**src/rtl/sdi_pkg.sv**
```systemverilog
package sdi_pkg;
  localparam int ID_W = 3;

  localparam logic [ID_W-1:0] ID_WRITE = 3'b101;
  localparam logic [ID_W-1:0] ID_READ  = 3'b110;
  localparam logic [ID_W-1:0] ID_CMD   = 3'b100;

  typedef enum logic [2:0] {
    PH_ID,
    PH_ADDR,
    PH_DATA,
    PH_CMD,
    PH_SKIP
  } phase_e;

  typedef enum logic {
    AM_WR,
    AM_RD
  } amode_e;
endpackage

```
**src/rtl/sdi_sync.sv**
```systemverilog
module sdi_sync #(
  parameter int             WIDTH   = 4,
  parameter int             STAGES  = 2,
  parameter logic [WIDTH-1:0] RST_VAL = '1
) (
  input  logic             clk_i,
  input  logic             rst_ni,
  input  logic [WIDTH-1:0] in_i,
  output logic [WIDTH-1:0] lvl_o
);
  logic [WIDTH-1:0] stg_q [STAGES];

  always_ff @(posedge clk_i or negedge rst_ni) begin
    if (!rst_ni) stg_q[0] <= RST_VAL;
    else         stg_q[0] <= in_i;
  end

  for (genvar s = 1; s < STAGES; s++) begin : g_stage
    always_ff @(posedge clk_i or negedge rst_ni) begin
      if (!rst_ni) stg_q[s] <= RST_VAL;
      else         stg_q[s] <= stg_q[s-1];
    end
  end

  assign lvl_o = stg_q[STAGES-1];
endmodule

```
**src/rtl/sdi_ram.sv**
```systemverilog
module sdi_ram #(
  parameter int DEPTH = 32,
  parameter int DW    = 4,
  localparam int AW   = $clog2(DEPTH)
) (
  input  logic          clk_i,
  input  logic          rst_ni,
  input  logic          we_i,
  input  logic [AW-1:0] waddr_i,
  input  logic [DW-1:0] wdata_i,
  input  logic [AW-1:0] raddr_a_i,
  output logic [DW-1:0] rdata_a_o,
  input  logic [AW-1:0] raddr_b_i,
  output logic [DW-1:0] rdata_b_o
);
  logic [DW-1:0] mem_q [DEPTH];

  for (genvar i = 0; i < DEPTH; i++) begin : g_word
    always_ff @(posedge clk_i or negedge rst_ni) begin
      if (!rst_ni)                           mem_q[i] <= '0;
      else if (we_i && waddr_i == AW'(i))    mem_q[i] <= wdata_i;
    end
  end

  // Out-of-range addresses (non power-of-two depth) read zero
  assign rdata_a_o = (int'(raddr_a_i) < DEPTH) ? mem_q[raddr_a_i] : '0;
  assign rdata_b_o = (int'(raddr_b_i) < DEPTH) ? mem_q[raddr_b_i] : '0;
endmodule

```
**src/rtl/sdi_fsm.sv**
```systemverilog
module sdi_fsm
  import sdi_pkg::*;
#(
  parameter int DEPTH     = 32,
  parameter int NIB_W     = 4,
  parameter int CMD_W     = 9,
  parameter int ADDR_BITS = 6,
  localparam int AW       = $clog2(DEPTH),
  localparam int NB_W     = $clog2(NIB_W),
  localparam int MAXB     = (CMD_W > ADDR_BITS) ? CMD_W : ADDR_BITS,
  localparam int CNT_W    = $clog2(MAXB)
) (
  input  logic             clk_i,
  input  logic             rst_ni,
  input  logic             cs_hi_i,
  input  logic             wr_lvl_i,
  input  logic             rd_lvl_i,
  input  logic             din_i,
  // memory side
  output logic             we_o,
  output logic [AW-1:0]    addr_o,
  output logic [NIB_W-1:0] wdata_o,
  input  logic [NIB_W-1:0] rdata_i,
  // host side
  output logic             data_o,
  output logic             data_oe_o,
  output logic             cmd_valid_o,
  output logic [CMD_W-1:0] cmd_o
);
  phase_e           ph_q;
  amode_e           mode_q;
  logic [CNT_W-1:0] cnt_q;
  logic [MAXB-1:0]  sh_q, sh_nx;
  logic [AW-1:0]    addr_q, addr_inc;
  logic [NIB_W-1:0] wnib_q;
  logic [NB_W-1:0]  rbit_q, rbit_inc;
  logic             wr_prev_q, rd_prev_q;
  logic             wr_rise, rd_fall;
  logic             dout_q, oe_q, cmd_valid_q;
  logic [CMD_W-1:0] cmd_q;

  assign wr_rise  = wr_lvl_i & ~wr_prev_q;
  assign rd_fall  = ~rd_lvl_i & rd_prev_q;
  assign sh_nx    = {sh_q[MAXB-2:0], din_i};
  assign addr_inc = (addr_q == AW'(DEPTH-1)) ? '0 : addr_q + 1'b1;
  assign rbit_inc = (rbit_q == NB_W'(NIB_W-1)) ? '0 : rbit_q + 1'b1;

  always_ff @(posedge clk_i or negedge rst_ni) begin
    if (!rst_ni) begin
      wr_prev_q <= 1'b1;
      rd_prev_q <= 1'b1;
    end else begin
      wr_prev_q <= wr_lvl_i;
      rd_prev_q <= rd_lvl_i;
    end
  end

  always_ff @(posedge clk_i or negedge rst_ni) begin
    if (!rst_ni) begin
      ph_q        <= PH_ID;
      mode_q      <= AM_WR;
      cnt_q       <= '0;
      sh_q        <= '0;
      addr_q      <= '0;
      wnib_q      <= '0;
      rbit_q      <= '0;
      dout_q      <= 1'b0;
      oe_q        <= 1'b0;
      cmd_valid_q <= 1'b0;
      cmd_q       <= '0;
    end else begin
      cmd_valid_q <= 1'b0;
      if (cs_hi_i) begin
        ph_q   <= PH_ID;
        cnt_q  <= '0;
        sh_q   <= '0;
        rbit_q <= '0;
        oe_q   <= 1'b0;
        dout_q <= 1'b0;
      end else if (wr_rise) begin
        unique case (ph_q)
          PH_ID: begin
            sh_q <= sh_nx;
            if (cnt_q == CNT_W'(ID_W-1)) begin
              cnt_q <= '0;
              if (sh_nx[ID_W-1:0] == ID_WRITE) begin
                ph_q <= PH_ADDR; mode_q <= AM_WR;
              end else if (sh_nx[ID_W-1:0] == ID_READ) begin
                ph_q <= PH_ADDR; mode_q <= AM_RD;
              end else if (sh_nx[ID_W-1:0] == ID_CMD) begin
                ph_q <= PH_CMD;
              end else begin
                ph_q <= PH_SKIP;
              end
            end else begin
              cnt_q <= cnt_q + 1'b1;
            end
          end
          PH_ADDR: begin
            sh_q <= sh_nx;
            if (cnt_q == CNT_W'(ADDR_BITS-1)) begin
              addr_q <= sh_nx[AW-1:0];   // upper address bits dropped
              ph_q   <= PH_DATA;
              cnt_q  <= '0;
              rbit_q <= '0;
            end else begin
              cnt_q <= cnt_q + 1'b1;
            end
          end
          PH_DATA: begin
            if (mode_q == AM_WR) begin
              wnib_q[cnt_q[NB_W-1:0]] <= din_i;
              if (cnt_q == CNT_W'(NIB_W-1)) begin
                cnt_q  <= '0;
                addr_q <= addr_inc;
                rbit_q <= '0;
              end else begin
                cnt_q <= cnt_q + 1'b1;
              end
            end
          end
          PH_CMD: begin
            sh_q <= sh_nx;
            if (cnt_q == CNT_W'(CMD_W-1)) begin
              cmd_valid_q <= 1'b1;
              cmd_q       <= sh_nx[CMD_W-1:0];
              cnt_q       <= '0;
            end else begin
              cnt_q <= cnt_q + 1'b1;
            end
          end
          default: ;
        endcase
      end else if (rd_fall && ph_q == PH_DATA) begin
        dout_q <= rdata_i[rbit_q];
        oe_q   <= 1'b1;
        rbit_q <= rbit_inc;
        // read frames step the address; write frames only peek (RMW)
        if (mode_q == AM_RD && rbit_q == NB_W'(NIB_W-1)) addr_q <= addr_inc;
      end
    end
  end

  assign we_o        = wr_rise && !cs_hi_i && ph_q == PH_DATA && mode_q == AM_WR
                       && cnt_q == CNT_W'(NIB_W-1);
  assign wdata_o     = {din_i, wnib_q[NIB_W-2:0]};
  assign addr_o      = addr_q;
  assign data_o      = dout_q;
  assign data_oe_o   = oe_q;
  assign cmd_valid_o = cmd_valid_q;
  assign cmd_o       = cmd_q;

  AST_OE_CS_RELEASE: assert property (@(posedge clk_i) disable iff (!rst_ni)
    cs_hi_i |=> !data_oe_o);
  AST_SKIP_HOLD: assert property (@(posedge clk_i) disable iff (!rst_ni)
    (ph_q == PH_SKIP && !cs_hi_i) |=> ph_q == PH_SKIP);
  AST_ADDR_WRAP: assert property (@(posedge clk_i) disable iff (!rst_ni)
    (we_o && addr_q == AW'(DEPTH-1)) |=> addr_q == '0);
  AST_OE_DATA_PHASE: assert property (@(posedge clk_i) disable iff (!rst_ni)
    data_oe_o |-> ph_q == PH_DATA);
  AST_RMW_ADDR_HOLD: assert property (@(posedge clk_i) disable iff (!rst_ni)
    (rd_fall && !wr_rise && !cs_hi_i && mode_q == AM_WR) |=> $stable(addr_q));
  AST_CMD_PULSE: assert property (@(posedge clk_i) disable iff (!rst_ni)
    cmd_valid_o |=> !cmd_valid_o);
  AST_RD_NO_WRITE: assert property (@(posedge clk_i) disable iff (!rst_ni)
    (mode_q == AM_RD && ph_q == PH_DATA) |-> !we_o);
endmodule

```
**src/rtl/sdi_port.sv**
```systemverilog
module sdi_port #(
  parameter int DEPTH       = 32,
  parameter int NIB_W       = 4,
  parameter int CMD_W       = 9,
  parameter int ADDR_BITS   = 6,
  parameter int SYNC_STAGES = 2,
  localparam int AW         = $clog2(DEPTH)
) (
  input  logic             clk_i,
  input  logic             rst_ni,
  input  logic             cs_ni,
  input  logic             wr_i,
  input  logic             rd_i,
  input  logic             data_i,
  output logic             data_o,
  output logic             data_oe_o,
  output logic             cmd_valid_o,
  output logic [CMD_W-1:0] cmd_o,
  input  logic [AW-1:0]    scan_addr_i,
  output logic [NIB_W-1:0] scan_data_o
);
  logic [3:0]       pin_lvl;
  logic             we;
  logic [AW-1:0]    addr;
  logic [NIB_W-1:0] wdata, rdata;

  sdi_sync #(
    .WIDTH  (4),
    .STAGES (SYNC_STAGES),
    .RST_VAL(4'b1111)
  ) u_sync (
    .clk_i (clk_i),
    .rst_ni(rst_ni),
    .in_i  ({cs_ni, wr_i, rd_i, data_i}),
    .lvl_o (pin_lvl)
  );

  sdi_fsm #(
    .DEPTH    (DEPTH),
    .NIB_W    (NIB_W),
    .CMD_W    (CMD_W),
    .ADDR_BITS(ADDR_BITS)
  ) u_fsm (
    .clk_i      (clk_i),
    .rst_ni     (rst_ni),
    .cs_hi_i    (pin_lvl[3]),
    .wr_lvl_i   (pin_lvl[2]),
    .rd_lvl_i   (pin_lvl[1]),
    .din_i      (pin_lvl[0]),
    .we_o       (we),
    .addr_o     (addr),
    .wdata_o    (wdata),
    .rdata_i    (rdata),
    .data_o     (data_o),
    .data_oe_o  (data_oe_o),
    .cmd_valid_o(cmd_valid_o),
    .cmd_o      (cmd_o)
  );

  sdi_ram #(
    .DEPTH(DEPTH),
    .DW   (NIB_W)
  ) u_ram (
    .clk_i    (clk_i),
    .rst_ni   (rst_ni),
    .we_i     (we),
    .waddr_i  (addr),
    .wdata_i  (wdata),
    .raddr_a_i(addr),
    .rdata_a_o(rdata),
    .raddr_b_i(scan_addr_i),
    .rdata_b_o(scan_data_o)
  );
endmodule

```
**config.mk**
```make
export PLATFORM = sky130hd
export DESIGN_NAME = sdi_port
export DESIGN_NICKNAME = d
export VERILOG_FILES = /design/src/rtl/sdi_pkg.sv /design/src/rtl/sdi_sync.sv /design/src/rtl/sdi_ram.sv /design/src/rtl/sdi_fsm.sv /design/src/rtl/sdi_port.sv
export SDC_FILE = /design/constraint.sdc
export NUM_CORES = 1
export LEC_CHECK = 0
export BUFFER_PORTS_ARGS = -buffer_cell sky130_fd_sc_hd__buf_2
export CAP_MARGIN = 20
export CORE_UTILIZATION = 29
export CTS_BUF_LIST = sky130_fd_sc_hd__clkbuf_8 sky130_fd_sc_hd__clkbuf_16
export DETAILED_ROUTE_END_ITERATION = 16
export PLACE_DENSITY = 0.45
export SYNTH_ARGS = -nofsm -noshare
export SYNTH_HDL_FRONTEND = slang
export SYNTH_SLANG_ARGS = --single-unit
```
**constraint.sdc**
```tcl
create_clock -name clk_i -period 4.7 [get_ports clk_i]
set_input_delay 0.235 -clock clk_i [delete_from_list [all_inputs] [get_ports clk_i]]
set_output_delay 0.235 -clock clk_i [all_outputs]
set_load 0.01 [all_outputs]
```
==> results of run 1 <==
==> area by class of cell <==
type	count	area (sq um)
inverters	13	48.8
fillers	3172	21100
well taps	402	503
flip-flops and latches	176	4420
clock buffers	18	439
repair buffers	41	277
multi-input cells	464	4750
clock inverters	14	141
==> through the flow <==
stage | util | setup WS [ps] | std cells | total power, mW
after floorplan | - | 2440 | 696 | 1.65
after global placement | 0.313 | 1690 | 1089 | 1.71
after detailed placement | 0.313 | 1650 | 1090 | 1.71
after CTS | 0.333 | 1640 | 1127 | 3.16
after global routing | 0.333 | 1530 | 1128 | 3.24
final | 0.333 | 1710 | 1128 | 3.11
==> flip-flops by register name, summed over array words and instances, names as in the netlist <==
signal / cells
u_ram.mem_q: 128
u_fsm.cmd_o: 9
u_fsm.sh_q: 8
u_fsm.addr_o: 5
u_fsm.cnt_q: 4
u_sync.lvl_o: 4
u_sync.stg_q: 4
u_fsm.ph_q: 3
u_fsm.wnib_q: 3
u_fsm.rbit_q: 2
u_fsm.cmd_valid_o: 1
u_fsm.data_o: 1
u_fsm.data_oe_o: 1
u_fsm.mode_q: 1
u_fsm.rd_prev_q: 1
u_fsm.wr_prev_q: 1
==> worst max path at each step <==
stage / slack, ps / start / end / cells after the start
final: 1710 / scan_addr_i[0] / scan_data_o[3] / 6
after floorplan: 2440 / scan_addr_i[0] / scan_data_o[3] / 5
after global routing: 1530 / scan_addr_i[0] / scan_data_o[3] / 6
after global placement: 1690 / scan_addr_i[0] / scan_data_o[2] / 6
after CTS: 1640 / scan_addr_i[0] / scan_data_o[3] / 6
after detailed placement: 1650 / scan_addr_i[0] / scan_data_o[3] / 6
==> cell usage after synthesis, types with 3 or more instances <==
library cell  instances
dfrtp_1             166
mux2_2              144
mux4_2               64
nand2_1              43
nor2_1               42
clkbuf_1             29
mux2i_1              23
nand3_1              16
o21ai_0              16
inv_1                13
ha_1                 11
dfstp_2              10
a21oi_1               9
nand2b_1              8
nor2b_1               7
nand4_1               6
buf_1                 5
buf_2                 5
nor3_1                5
nor3b_2               5
a31oi_1               4
mux2_4                4
nand3b_1              4
buf_4                 3
nor3b_1               3
nor4_1                3
o211ai_1              3
==> where the power goes <==
part	total [mW]	switching, mW	internal, mW
registers	1.55	0.0251	1.53
clock network	1.42	0.657	0.764
logic	0.132	0.0853	0.0467
==> critical path: stages <==
cell,delay (ps)
buf_2,740
buf_4,320
mux4_2,520
mux4_2,490
mux2_2,280
buf_2,150
==> layer usage <==
| layer | share of wire | vias to the layer above | track usage |
|---|---|---|---|
| li1 | - | 2654 | - |
| met4 | 0.015 | 0 | 0.0450 |
| met2 | 0.46 | 156 | 0.238 |
| met1 | 0.49 | 3192 | 0.233 |
| met3 | 0.038 | 22 | 0.0253 |
| met5 | 0 | - | 0 |
==> cells by family (layout without fill, tap and decap cells) <==
family | count (synthesis) | in the layout
adder cells (fa/ha/maj) | 11 | 11
buffers and inverters | 56 | 86
XOR/XNOR | 1 | 1
AO/OA/AOI/OAI | 60 | 60
multiplexers | 235 | 235
flip-flops | 176 | 176
AND/OR/NAND/NOR | 157 | 157
==> summary.md, run 1 <==
| Metric | Value |
|---|---|
| Total congestion overflow | `0` |
| CTS clk-pin slew, worst paths | `approximately 70 ps` |
| Initial Util | `0.296` |
| H-tree depth | `4` |
| Simple-gate portion of the synthesized area | `0.0897` |
| R2R setup slack | `approximately 1900 ps` |
| Slew Limit Headroom | `0.331` |
| Post-Syn Area | `around 9400 sq um` |
| Initial detailed-routing violation count | `roughly 430` |
| Top cell type's share of synthesized area | `0.442` |
| IO buf count | `26` |
| First-pass GRT wire length | `39400 um` |
| Post-synthesis sequential area ratio | `0.470` |
| Worst R2R Start | `u_fsm.addr_o[0]` |
| Slew Viols, Final | `0` |
| Most frequent cells in the layout | `165 x dfrtp_1, 144 x mux2_2, 64 x mux4_2` |
| Die X-Extent | `182 um` |
| CP endpoint kind | `output port` |
| DR DRC count | `0` |
| Post-DP HPWL | `17400 um` |
| Post-synth EDFFs | `0` |
| Via count | `about 6.0k` |
| End of the worst register-to-register path | `u_ram.mem_q[50]` |
| Hold Crit Class | `reg2reg` |
| Fmax | `about 330 MHz` |
| Setup TNS | `0 ps` |
| Top FF cell, synth | `dfrtp_1` |
| Share of layout cells above drive strength 1 | `0.424` |
| Critical path fanouts, max | `27` |
| Result of the run | `completed` |
| Clock root buffer | `clkbuf_16` |
| FFs w/ async S/R, synth | `1.00` |
| WHS | `around 360 ps` |
| Flops & latches, synth | `between 150 and 200` |
| Hold Path Cell Cnt | `0` |
| Leak | `around 4.7 nW` |
| Placed Area | `approximately 9900 sq um` |
| R2r worst-path depth | `5` |
| Vias/cell | `5.34` |
| CP Class | `in2out` |
| Post_cts resized | `0` |
| Worst-Margin Slew | `between 1000 and 1500 ps` |
| Post-synthesis cell type count | `60` |
| Worst VDD drop | `194 uV` |
| Number of I/O pins | `27` |
| Hold path startpoint | `u_sync.stg_q[6]` |
| Worst skew pair latency | `~430 ps` |
| WP data arrival | `2760 ps` |
| Tcrit/Tclk final | `0.636` |
| GPL Wtd Cong | `between 0.8 and 0.9` |
| RSZ-0062 raised after global routing | `no` |
| Endpoint, Worst Hold | `u_sync.lvl_o[2]` |
| Routed Antenna Nets | `0` |
| Power per cell area | `about 290 nW/um^2` |
| Initial antenna violation count | `0` |
| Die Y | `182 um` |
| Synth Area in Compound Gates | `0.0433` |
| Mapped Avg Cell Area | `roughly 14 sq um` |
| Rows | `65` |
| Multiplexer share of the synthesized area | `0.357` |
| Wire per inst | `between 20 and 25 um` |
| CTS Buffer Depth | `2` |
| Largest family of logic cells by synthesized area | `multiplexers` |
| Final setup violation count | `0` |
| ANT cells | `0` |
| Final hold vios | `0` |
| Post-Synth Adder-Cell Area | `0.0146` |
| Buffers inserted by post-CTS timing repair | `0` |
| Total Routing Usage GR | `0.158` |
| CTS sink cnt | `~180` |
| Commonest non-fill, non-tap cell in the layout | `dfrtp_1` |
| Hold_buf cts | `5` |
| Ys Warns | `0` |
| Post-synthesis xor/xnor area fraction | `0.000932` |
| CTS tree | `built` |
| Worst Path Required | `between 4000 and 5000 ps` |
| Cell count after synthesis | `about 700` |
| # nets final | `about 740` |
| Crit start category | `input pin` |
| Largest net degree at the start of global routing | `~100` |
| First-pass detailed-route iteration total | `5` |
| Min cycle time layout | `about 3000 ps` |
| Clock skew | `approximately 13 ps` |
| TritonCTS Buffers | `17` |
| Synthesis-to-layout area growth | `12.5%` |
| DIE AREA | `between 30000 and 40000 sq um` |
| WL final | `between 20000 and 25000 um` |
| Number of max-cap violations | `0` |
| Cell taking the most area after synthesis | `dfrtp_1` |
| Core Box Area | `roughly 32000 sq um` |
| Non-Filler Cell Area, Final | `around 11000 sq um` |
| Syn Nets | `approximately 720` |
| Top post-synthesis cells by area | `dfrtp_1 44%, mux2_2 17%, mux4_2 15%` |
| Vias in the first global route | `6211` |
(Power assumes the default switching activity.)
==> run 2: changes to the inputs <==
--- a/config.mk
+++ b/config.mk
@@ -10,7 +10,7 @@
 export CORE_UTILIZATION = 29
 export CTS_BUF_LIST = sky130_fd_sc_hd__clkbuf_8 sky130_fd_sc_hd__clkbuf_16
 export DETAILED_ROUTE_END_ITERATION = 16
-export PLACE_DENSITY = 0.45
+export PLACE_DENSITY = 0.47
 export SYNTH_ARGS = -nofsm -noshare
 export SYNTH_HDL_FRONTEND = slang
 export SYNTH_SLANG_ARGS = --single-unit
==> constraint.sdc (replaced) <==
create_clock -name clk_i -period 2.55 [get_ports clk_i]
set_input_delay 0.1275 -clock clk_i [delete_from_list [all_inputs] [get_ports clk_i]]
set_output_delay 0.1275 -clock clk_i [all_outputs]
set_load 0.01 [all_outputs]
==> run 2 against run 1 <==
Compared with the run above:
- clock-buffer cell count increased by 2
- clock power increased by 92%
- sequential power rose by 84%
- core utilization is 2.1 points higher
- register-to-register slack lost 1800 ps
- critical path type is now reg2out
- largest cell class unchanged
- highest routed layer unchanged
==> summary.md, run 2 (same netlist as run 1, synthesis figures left out) <==
| Metric | Value |
|---|---|
| Max incr delay on CP | `550 ps (-190 ps)` |
| Critical path fanouts, max | `3 (-89%)` |
| ANT cells | `0 (unchanged)` |
| CTS clk-pin slew, worst paths | `80 ps (about the same)` |
| CTS sink cnt | `176 (unchanged)` |
| R2R setup slack | `100 ps (-1810 ps)` |
| Result of the run | `completed` |
| Vias/cell | `5.28 (-1.1%)` |
| CTS Buffer Depth | `2 (unchanged)` |
| Synthesis-to-layout area growth | `19.6%` |
| Die Y | `182 um (unchanged)` |
| Total Routing Usage GR | `0.167 (+0.00893)` |
| Worst-Margin Slew | `779 ps (-225 ps)` |
| Final setup violation count | `0 (unchanged)` |
| Inst Count DP | `1135 (+4.1%)` |
| Final hold vios | `0 (unchanged)` |
| Non-Filler Cell Area, Final | `11200 sq um (+6.3%)` |
| GPL Wtd Cong | `0.783 (-7.7%)` |
| CP Class | `reg2out` |
| Routed Antenna Nets | `0 (unchanged)` |
| Worst skew pair latency | `440 ps (about the same)` |
| Setup TNS | `0 ps (unchanged)` |
| Most common cell on crit path | `mux4_2` |
| Tcrit/Tclk final | `0.976` |
| Hold Crit Class | `in2async` |
| Slew Limit Headroom | `0.480 (+0.150)` |
| Clock root buffer | `clkbuf_16` |
| Int Pwr | `4.40 mW (+88%)` |
| Setup WS post-layout | `62.1 ps (-1650 ps)` |
| Worst VDD drop | `423 uV (+120%)` |
| First-pass detailed-route iteration total | `5 (unchanged)` |
| Number of I/O pins | `27 (unchanged)` |
| Pre-CTS setup slack | `3.83 ps (-1650 ps)` |
| DIE AREA | `33100 sq um (unchanged)` |
| Finished Layout Cells | `1176 (+4.3%)` |
| Via count | `6209 (+3.1%)` |
| WL final | `26500 um (+6.6%)` |
| Clock skew | `14.3 ps (+1.26 ps)` |
| Post-DP HPWL | `18300 um (+5.2%)` |
| Crit-path slowest cell | `mux4_2` |
| Core Box Area | `31700 sq um (unchanged)` |
| Slew Viols, Final | `0 (unchanged)` |
| WP data arrival | `2360 ps (-400 ps)` |
| Max FFs per register | `128 (unchanged)` |
| TritonCTS Buffers | `17 (unchanged)` |
| Crit start category | `flop` |
| Number of max-cap violations | `0 (unchanged)` |
| Commonest non-fill, non-tap cell in the layout | `dfrtp_1` |
| Leak | `5.06 nW (+8.5%)` |
| CP bufs+invs | `1 (-2)` |
| Power per cell area | `522 nW/um^2 (+78%)` |
| Worst Path Required | `2420 ps (-2050 ps)` |
| Most flops, register | `u_ram.mem_q` |
| CP endpoint kind | `output port` |
| Top delay family on crit path | `multiplexers` |
| Wire per inst | `22.5 um (+2.2%)` |
| Crit path cell chain | `mux4_2 > mux4_2 > mux2_2 > buf_2` |
| Share of layout cells above drive strength 1 | `0.477 (+0.0525)` |
| Vias in the first global route | `6524 (+5.0%)` |
| H-tree depth | `4 (unchanged)` |
| Design Power | `5.87 mW (+89%)` |
| Switching pwr | `1.47 mW (+92%)` |
| Fmax | `~400 MHz` |
| Initial antenna violation count | `0 (unchanged)` |
| CTS tree | `built` |
| Placed Area | `10400 sq um (+4.4%)` |
| Initial detailed-routing violation count | `473 (+11%)` |
| RSZ-0062 raised after global routing | `yes` |
| Initial Util | `0.296 (unchanged)` |
| Comb pwr share | `0.051 (+0.008)` |
| DR DRC count | `0 (unchanged)` |
| Most frequent cells in the layout | `165 x dfrtp_1, 114 x mux2_2, 64 x mux4_2` |
| Die X-Extent | `182 um (unchanged)` |
| Rows | `65 (unchanged)` |
| Largest net degree at the start of global routing | `70 (-33%)` |
| Seq pwr share | `0.485 (-0.015)` |
| First-pass GRT wire length | `41400 um (+5.1%)` |
| IO buf count | `26 (unchanged)` |
| Total congestion overflow | `0 (unchanged)` |
| # nets final | `783 (+6.5%)` |
| Sw Ratio | `0.251 (+0.00372)` |
| Min cycle time layout | `about 2500 ps` |
| Clock power frac | `0.464 (+0.006)` |
run 2: cell types whose count changed in the layout (fill, tap and decap cells not counted), sizes merged:
cell / delta
buf: +47
clkbuf: +3
clkinvlp: -1
inv: -1
run 2: worst reg2reg max path: stages (launching register included):
cell and delay, ps:
dfrtp_1 400, ha_4 160, nor3b_4 180, nor4b_4 370, nor3b_4 330, nand3b_1 200
nor2_1 180, buf_4 180, mux2_2 330
run 2: final cells by class:
class	count	area (sq um)
clock buffer	20	467
clock inverter	12	135
fill	3070	20500
inverter	13	48.8
multi-input combinational	464	4950
sequential	176	4420
tap	402	503
timing repair buffer	89	724
run 2: through the flow:
| step | hold WS [ps] | utilization |
|---|---|---|
| global placement | 202 | 0.327 |
| global route | 315 | 0.355 |
| floorplan | -168 | - |
| detailed placement | 197 | 0.327 |
| CTS | 280 | 0.347 |
| finish | 260 | 0.355 |
run 2: per-layer routing:
metal	global-route usage	routed length, um	up-vias
met3	0.0271	926	33
met5	0	0	-
li1	-	-	2743
met2	0.255	12300	148
met1	0.237	12600	3285
met4	0.0635	609	0
run 2: path summary, 6_finish.rpt:
| path | start | cells after the start | end |
|---|---|---|---|
| worst min-delay path | rst_ni | 2 | u_fsm.cmd_o[6] |
| min in group clk_i | data_i | 2 | u_sync.stg_q[4] |
| worst max register to register | u_fsm.cnt_q[1] | 8 | u_ram.mem_q[107] |
| worst max-delay path | u_ram.mem_q[114] | 4 | scan_data_o[2] |
| max in group asynchronous | rst_ni | 3 | u_ram.mem_q[22] |
| worst min register to register | u_sync.stg_q[5] | 0 | u_sync.lvl_o[1] |
run 2: what timing repair did:
| item | CTS | global route |
|---|---|---|
| pin swaps | 0 | 13 |
| gates resized for setup | 1 | 50 |
| buffers inserted | 0 | 4 |
| hold endpoints to repair | 62 | 0 |
| hold buffers | 5 | 0 |
| endpoints found under the setup margin | 20 | 113 |
run 2: power groups by stage:
stage	clock network (mW)	logic (mW)	registers [mW]
after floorplan	0	0.157	2.88
after global placement	0	0.302	2.90
after detailed placement	0	0.298	2.90
after CTS	2.81	0.305	2.85
after global routing	2.90	0.334	2.85
final	2.73	0.300	2.85
